<file path="src/rtl/dma_bus_master.sv">
module dma_bus_master #(
  parameter int DW = 32
) (
  input  logic          clk,
  input  logic          rst_n,
  input  logic          req_valid,
  input  logic          req_write,
  input  logic [1:0]    req_size,
  input  logic [DW-1:0] req_addr,
  output logic          req_ready,
  output logic          resp_done,
  output logic          resp_err,
  input  logic [DW-1:0] wr_data,
  output logic          wr_take,
  output logic [DW-1:0] rd_data,
  output logic          rd_valid,
  input  logic          slave_busy,
  output logic          bus_req,
  input  logic          bus_grant,
  output logic [2:0]    bus_siz,
  output logic          bus_rd,
  output logic [DW-1:0] bus_data_out,
  output logic          bus_data_oe,
  input  logic [DW-1:0] bus_data_in,
  input  logic [2:0]    bus_ack,
  input  logic          bus_lerr,
  output logic          irq
);
  localparam logic [2:0] ACK_WORD = 3'b011;
  localparam logic [2:0] ACK_ERR  = 3'b110;

  typedef enum logic [2:0] {S_IDLE, S_ARB, S_ADDR, S_DATA, S_LWAIT, S_FATAL} st_t;

  st_t           st;
  logic          wr_q;
  logic [1:0]    siz_q;
  logic [DW-1:0] addr_q;
  logic [3:0]    left_q;
  logic          ack_d1, ack_d2;
  logic          in_data, beat, err_hit, lerr_hit;

  function automatic logic [3:0] beats_of(input logic [1:0] s);
    case (s)
      2'd1:    return 4'd4;
      2'd2:    return 4'd8;
      default: return 4'd1;
    endcase
  endfunction

  assign in_data  = (st == S_DATA);
  assign beat     = in_data && (bus_ack == ACK_WORD);
  assign err_hit  = in_data && (bus_ack == ACK_ERR);
  assign lerr_hit = ack_d2 && bus_lerr;

  always_ff @(posedge clk or negedge rst_n) begin
    if (!rst_n) begin
      st        <= S_IDLE;
      wr_q      <= 1'b0;
      siz_q     <= 2'd0;
      addr_q    <= '0;
      left_q    <= 4'd0;
      ack_d1    <= 1'b0;
      ack_d2    <= 1'b0;
      resp_done <= 1'b0;
      resp_err  <= 1'b0;
    end else begin
      resp_done <= 1'b0;
      resp_err  <= 1'b0;
      ack_d1    <= beat;
      ack_d2    <= ack_d1;
      if (st != S_FATAL && (err_hit || lerr_hit)) begin
        st       <= S_FATAL;
        resp_err <= 1'b1;
      end else begin
        case (st)
          S_IDLE: if (req_valid) begin
            wr_q   <= req_write;
            siz_q  <= req_size;
            addr_q <= req_addr;
            left_q <= beats_of(req_size);
            st     <= S_ARB;
          end
          S_ARB:  if (bus_req && bus_grant) st <= S_ADDR;
          S_ADDR: st <= S_DATA;
          S_DATA: if (beat) begin
            left_q <= left_q - 4'd1;
            if (left_q == 4'd1) st <= S_LWAIT;
          end
          S_LWAIT: if (ack_d2 && !ack_d1) begin
            resp_done <= 1'b1;
            st        <= S_IDLE;
          end
          S_FATAL: if (req_valid) resp_err <= 1'b1;
          default: st <= S_IDLE;
        endcase
      end
    end
  end

  assign req_ready    = (st == S_IDLE) || (st == S_FATAL);
  assign bus_req      = (st == S_ARB) && !slave_busy;
  assign bus_siz      = (siz_q == 2'd1) ? 3'b100 : (siz_q == 2'd2) ? 3'b101 : 3'b000;
  assign bus_rd       = !wr_q;
  assign bus_data_oe  = (st == S_ADDR) || (in_data && wr_q);
  assign bus_data_out = (st == S_ADDR) ? addr_q : wr_data;
  assign wr_take      = beat && wr_q;
  assign rd_valid     = beat && !wr_q;
  assign rd_data      = bus_data_in;
  assign irq          = (st == S_FATAL);
endmodule


</file>
<file path="config.mk">
export PLATFORM = sky130hd
export DESIGN_NAME = dma_bus_master
export DESIGN_NICKNAME = d
export VERILOG_FILES = /design/src/rtl/dma_bus_master.sv
export SDC_FILE = /design/constraint.sdc
export NUM_CORES = 1
export LEC_CHECK = 0
export BUFFER_PORTS_ARGS = -buffer_cell sky130_fd_sc_hd__buf_2
export CAP_MARGIN = 10
export CORE_ASPECT_RATIO = 1.1
export CORE_MARGIN = 2
export CORE_UTILIZATION = 23
export DETAILED_ROUTE_END_ITERATION = 12
export SYNTH_ARGS = -nofsm -noshare
export SYNTH_HDL_FRONTEND = slang
export SYNTH_SLANG_ARGS = --single-unit
</file>
<file path="constraint.sdc">
create_clock -name clk -period 1.65 [get_ports clk]
set_input_delay 0.0825 -clock clk [delete_from_list [all_inputs] [get_ports clk]]
set_output_delay 0.0825 -clock clk [all_outputs]
set_load 0.005 [all_outputs]
</file>
======== Word level (Yosys, flattened, before mapping) ========
Index checks and enable logic that the tools add are counted.
word-level totals
  memories kept ........................... 0
  output and inout bits ................... 76
  bits in latches ......................... 0
  RAM bits ................................ 0
  ROM bits ................................ 0
  input bits .............................. 108
  word-level logic and storage cells ...... 73
  flip-flop bits (word level) ............. 46
cells by class
  bitwise logic cells ..................... 1
  mux-type cells .......................... 20
  magnitude comparators ................... 0
  shift operators ......................... 0
  div/mod/pow operators ................... 0
  reduce and logical (&&, ||, !) cells .... 21
  $add $sub $neg .......................... 1
  equal/unequal tests ..................... 21
  multipliers ............................. 0
operator list
  operator               count
  $mux W32               1
  $mux W3                8
  $pmux W3 S6            1
  $pmux W4 S2            2
  $ne A3 B3 Y1 const B   4
  $logic_and A1 B1 Y1    10
  $eq A3 B2 Y1 const B   3
  $eq A3 B3 Y1 const B   3
  $mux W4                2
  $mux W1                6
  $ne A3 B1 Y1 const B   2
  $reduce_and A6 Y1      1
  $eq A2 B1 Y1 const B   2
  $eq A2 B2 Y1 const B   2
  $eq A4 B1 Y1 const B   1
  $ne A2 B1 Y1 const B   2
  $reduce_and A4 Y1      1
  $sub A4 B1 Y4 const B  1
  $eq A3 B1 Y1 const B   1
  $logic_not A1 Y1       3
  $logic_not A3 Y1       1
  $logic_or A1 B1 Y1     3
  $reduce_and A3 Y1      1
  $ne A2 B2 Y1 const B   1
  other kinds (2)        2

======== Depth between registers and ports, before layout ========
  depth in word-level cells ............... 6
  mapped depth ............................ 6
  mapped depth without buffers ............ 5

======== Worst setup path after synthesis ========
OpenSTA, ideal clock, no wires.
  path type ............................... flip-flop to flip-flop
  start ................................... reg st[0]
  end ..................................... reg addr_q[10]
  arrival ................................. 1.483 ns
  cell stages (with the launch flop) ...... 6
  data required time ...................... 1.525 ns
  setup slack ............................. 0.042 ns
  library setup time ...................... 0.125 ns
  path through ............................ dfrtp_1 -> buf_6 -> nor4b_4 -> nand2_4 -> buf_6 -> mux2_4
on the way
  cells in the longest elaborated chain, start to end .. 6
  elaborated cells between the ends (all ways) .. 8
  classes of those cells .................. 2 x eq/ne; 1 x bitwise; 5 x reduce/logical
ends and longest elaborated chain
  item                             line  source
  from (decl)                      34    st_t st;
  from (signal assigned)           57    st <= S_IDLE;
  from (signal assigned)           72    st <= S_FATAL;
  from (signal assigned)           81    st <= S_ARB;
  $eq A3 B2 Y1                     50    assign in_data = (st == S_DATA);
  $logic_and A1 B1 Y1              52    assign err_hit = in_data && (bus_ack == ACK_ERR);
  $logic_or A1 B1 Y1               71    if (st != S_FATAL && (err_hit || lerr_hit)) begin
  $logic_and A1 B1 Y1              71
  $not A1 Y1 (no line)             n/a
  $reduce_and A3 Y1 (no line) (*)  n/a
  to (signal assigned)             79    addr_q <= req_addr;
  to (decl)                        37    logic [DW-1:0] addr_q;
Every way passes the cells marked *; elsewhere a longest branch is shown, timed or not.
A chain may end at the register's enable or synchronous reset.

======== Worst setup path in the final report ========
  start ................................... reg st[0]
  end ..................................... out bus_data_out[19]
on the way
  cells in the longest elaborated chain, start to end .. 2
ends and longest elaborated chain
  item          line  source
  $eq A3 B2 Y1  105   assign bus_data_out = (st == S_ADDR) ? addr_q : wr_data;
  $mux W32      105
  to (decl)     22    output logic [DW-1:0] bus_data_out,
No other way between the ends.

==> summary.txt <==
Pwr
  – Switching share of power: 0.286
  – Sequential share of power: 0.440
  – Sw power: 0.00127 W
  – P_int: 0.00316 W
  – Comb pwr share: 0.323
  – P per Cell Area: 1030 mW/mm2
  – Clock share of power: 0.237
  – Pleak: 2.17 nW
  – Peak supply drop: 0.507 mV

CTS
  – Clock latency on the worst-skew pair: 0.28 ns
  – CTS tree: built
  – Number of buffers created by CTS: 5
  – H-Tree Depth: 2
  – Clock buffer depth: 2
  – Worst-path clk slew: 0.07 ns
  – Root Driver: clkbuf_16
  – Clock Sinks: 46

Outcome
  – Violated checks: negative setup slack
  – Outcome: finished with violations

STA
  – Final Max Tran Viols: 0
  – Max frequency: 560 MHz
  – Min Tclk post-route: 1.79 ns
  – RSZ-0062 raised after global routing: yes
  – Final period util: 1.08
  – Setup_tns: -5.36 ns
  – Clock Skew: 0.00529 ns
  – Worst setup margin: -0.137 ns
  – Hold Fails Final Rpt: 0
  – Final setup fails: 66

Critical path
  – R2R Path Start: st[2]
  – Worst setup SP type: flop
  – Critical path's top delay family: buffers and inverters
  – Worst setup EP type: output port
  – Most used cell, CP: buf_6
  – Data arrival, critical path: 1.70 ns
  – CP Buf/Inv Count: 4
  – Crit Path Class: reg2out
  – Worst path max stage delay: 0.41 ns
  – R2r setup slk: -0.06 ns
  – Crit path max fanout: 7
  – CP Cell Sequence: buf_6, nor2_4, buf_6, buf_16, mux2_4, buf_6
  – Worst Reg-to-Reg Cells: 6
  – WP depth: 6
  – Capture point of the worst reg-to-reg path: addr_q[21]
  – Slowest CP cell: dfrtp_2
  – Data required, critical path: 1.57 ns

Layout
  – Commonest non-fill, non-tap cells in the layout: buf_2 (86), mux2_4 (59), dfrtp_1 (43)
  – NumNets Final: 459
  – Commonest non-fill, non-tap cell in the layout: buf_2
  – Diode count: 0
  – Synth-to-Final Area Change: 52.0%
  – Share of cells above drive strength 1: 0.695

Global route
  – Initial antenna violation count: 0
  – Vias in the first global route: 2,239
  – First-pass GRT wire length: 11.2 mm
  – All-layer global routing usage: 0.111
  – Largest net degree at the start of global routing: 47
  – GR Overflow Total: 0

Floorplanning
  – Die area: 0.0132 mm2
  – Placement Rows: 42
  – Die width: 110 um
  – Initial Utilization: 0.235
  – Core Area: 0.0120 mm2
  – Boundary Pins: 184
  – Die height: 120 um

Route
  – DRC Markers: 0
  – Antenna viol nets, final: 0
  – 1st-iter DRT viols: 71
  – Via count: 2,182
  – Drt total wl: 8.20 mm
  – Via density: 4.36
  – Drt wl/cell: 16.4 um
  – Detailed Routing Iterations Pass 1: 4

Placed design
  – Number of buffers added on ports: 118
  – GP Congestion: 0.859
  – Detailed placement HPWL: 5.01 mm
  – Pre-CTS setup slack: 0.00760 ns

Flow run
  – Number of max-cap violations: 0

Hold path
  – Hold_sp: bus_lerr
  – Hold Path Sink: resp_done
  – Hold crit path type: in2reg
  – Hold Crit Depth: 2

Yosys
  – Syn avg cell area: 12.3 um2
  – Ranking of synthesized cells by area: dfrtp_1 (41%), mux2_2 (15%), mux2_4 (14%)
  – Ys Warns: 0
  – Mapped cell area: 0.00283 mm2
  – Net Count, Synth: 343
  – Sequential fraction of the synthesis area: 0.407
  – Unique cell type count in the Yosys netlist: 41
  – Leading area contributor after synthesis: dfrtp_1
  – Top cell type's share of synthesized area: 0.407
  – Gate Count Post-Synth: 230
  – Synthesized flop and latch total: 46
stage by stage:
step                utilization  hold slack [ns]  instances  instance area (um2)  power [W]
floorplan                     -           -0.213        230                 2830    0.00279
global placement          0.285           0.0890        471                 3430    0.00314
detailed placement        0.285           0.0964        471                 3430    0.00320
CTS                       0.318          0.00402        493                 3830    0.00433
global route              0.357           0.0174        501                 4300    0.00473
finish                    0.357          0.00498        501                 4300    0.00442
final cells by class:
cell class	instances	area, um2
flip-flops and latches	46	1150
multi-input cells	132	1500
clock buffers	6	139
well taps	154	193
fillers	1169	7740
repair buffers	152	1270
clock inverters	2	12.5
inverters	9	33.8
power by group through the flow:
stage                     logic [W]  registers, W  clock network (W)
after floorplan            0.000955       0.00183                  0
after global placement      0.00123       0.00191                  0
after detailed placement    0.00125       0.00194                  0
after CTS                   0.00132       0.00192            0.00109
after global routing        0.00158       0.00202            0.00114
final                       0.00143       0.00195            0.00105
worst max path at each step:
stage                     start               end  slack [ns]
final                     st[0]  bus_data_out[19]       -0.14
after detailed placement  st[0]         left_q[1]       0.008
after global routing      st[0]  bus_data_out[16]       -0.20
after floorplan           st[0]        addr_q[10]        0.04
after global placement    st[1]  bus_data_out[26]        0.06
after CTS                 st[2]  bus_data_out[11]       -0.24
worst register-to-register path: cells and delay by family, from the launching register on:
kind / cells / cell delay, ns
muxes: 1 / 0.30
buffers and inverters: 3 / 0.51
and+or+nand+nor: 2 / 0.38
DFF: 1 / 0.40
cells by family (layout without fill, tap and decap cells):
family                     Yosys count  count (layout)  synth area share
buffers and inverters               52             169             0.127
xor gates and xnor gates             1               1           0.00310
AOI/OAI and AO/OA                   21              21            0.0611
muxes                               66              66             0.297
adders and majority gates            5               5            0.0221
other                                1               1           0.00133
and+or+nand+nor                     38              38            0.0814
DFF                                 46              46             0.407
synth_stat cells:
cell,instances
dfrtp_1,46
mux2_2,37
buf_4,34
mux2_4,26
inv_1,9
nor2_1,7
nand2_1,6
ha_1,5
nor3_1,5
o21ai_0,5
buf_2,4
buf_6,4
nand2b_1,4
mux2_1,3
nand3_1,3
a211o_1,2
a211oi_1,2
a21oi_2,2
a2bb2oi_1,2
and3b_1,2
nor2b_1,2
a2111o_1,1
a21o_1,1
a21oi_1,1
a221o_1,1
a32oi_1,1
and2_1,1
buf_1,1
conb_1,1
nand2_4,1
nand3b_1,1
nand3b_2,1
nand4_1,1
nor2_2,1
nor3b_1,1
nor4_1,1
nor4b_4,1
o211ai_1,1
o31ai_4,1
o32ai_1,1
xor2_1,1
registers in the layout, indices dropped and copies added (netlist names):
name	count
addr_q	32
left_q	4
st	3
siz_q	2
ack_d1	1
ack_d2	1
resp_done	1
resp_err	1
wr_q	1
repair_timing:
item	4_1_cts	5_1_grt
hold buffers	1	0
pin swaps	4	4
endpoints found under the hold margin	46	0
resized for setup	21	69
setup buffers	10	4
gates cloned	3	6
setup endpoints to repair	33	70
routing by layer:
layer / vias up / part of all wire / GRT usage
met5: - / 0 / 0
met4: 0 / 0.0077 / 0.0229
met3: 12 / 0.060 / 0.0253
met2: 87 / 0.52 / 0.199
met1: 1085 / 0.41 / 0.134
li1: 998 / - / -
Note: power is estimated with default switching activity, not from simulation.
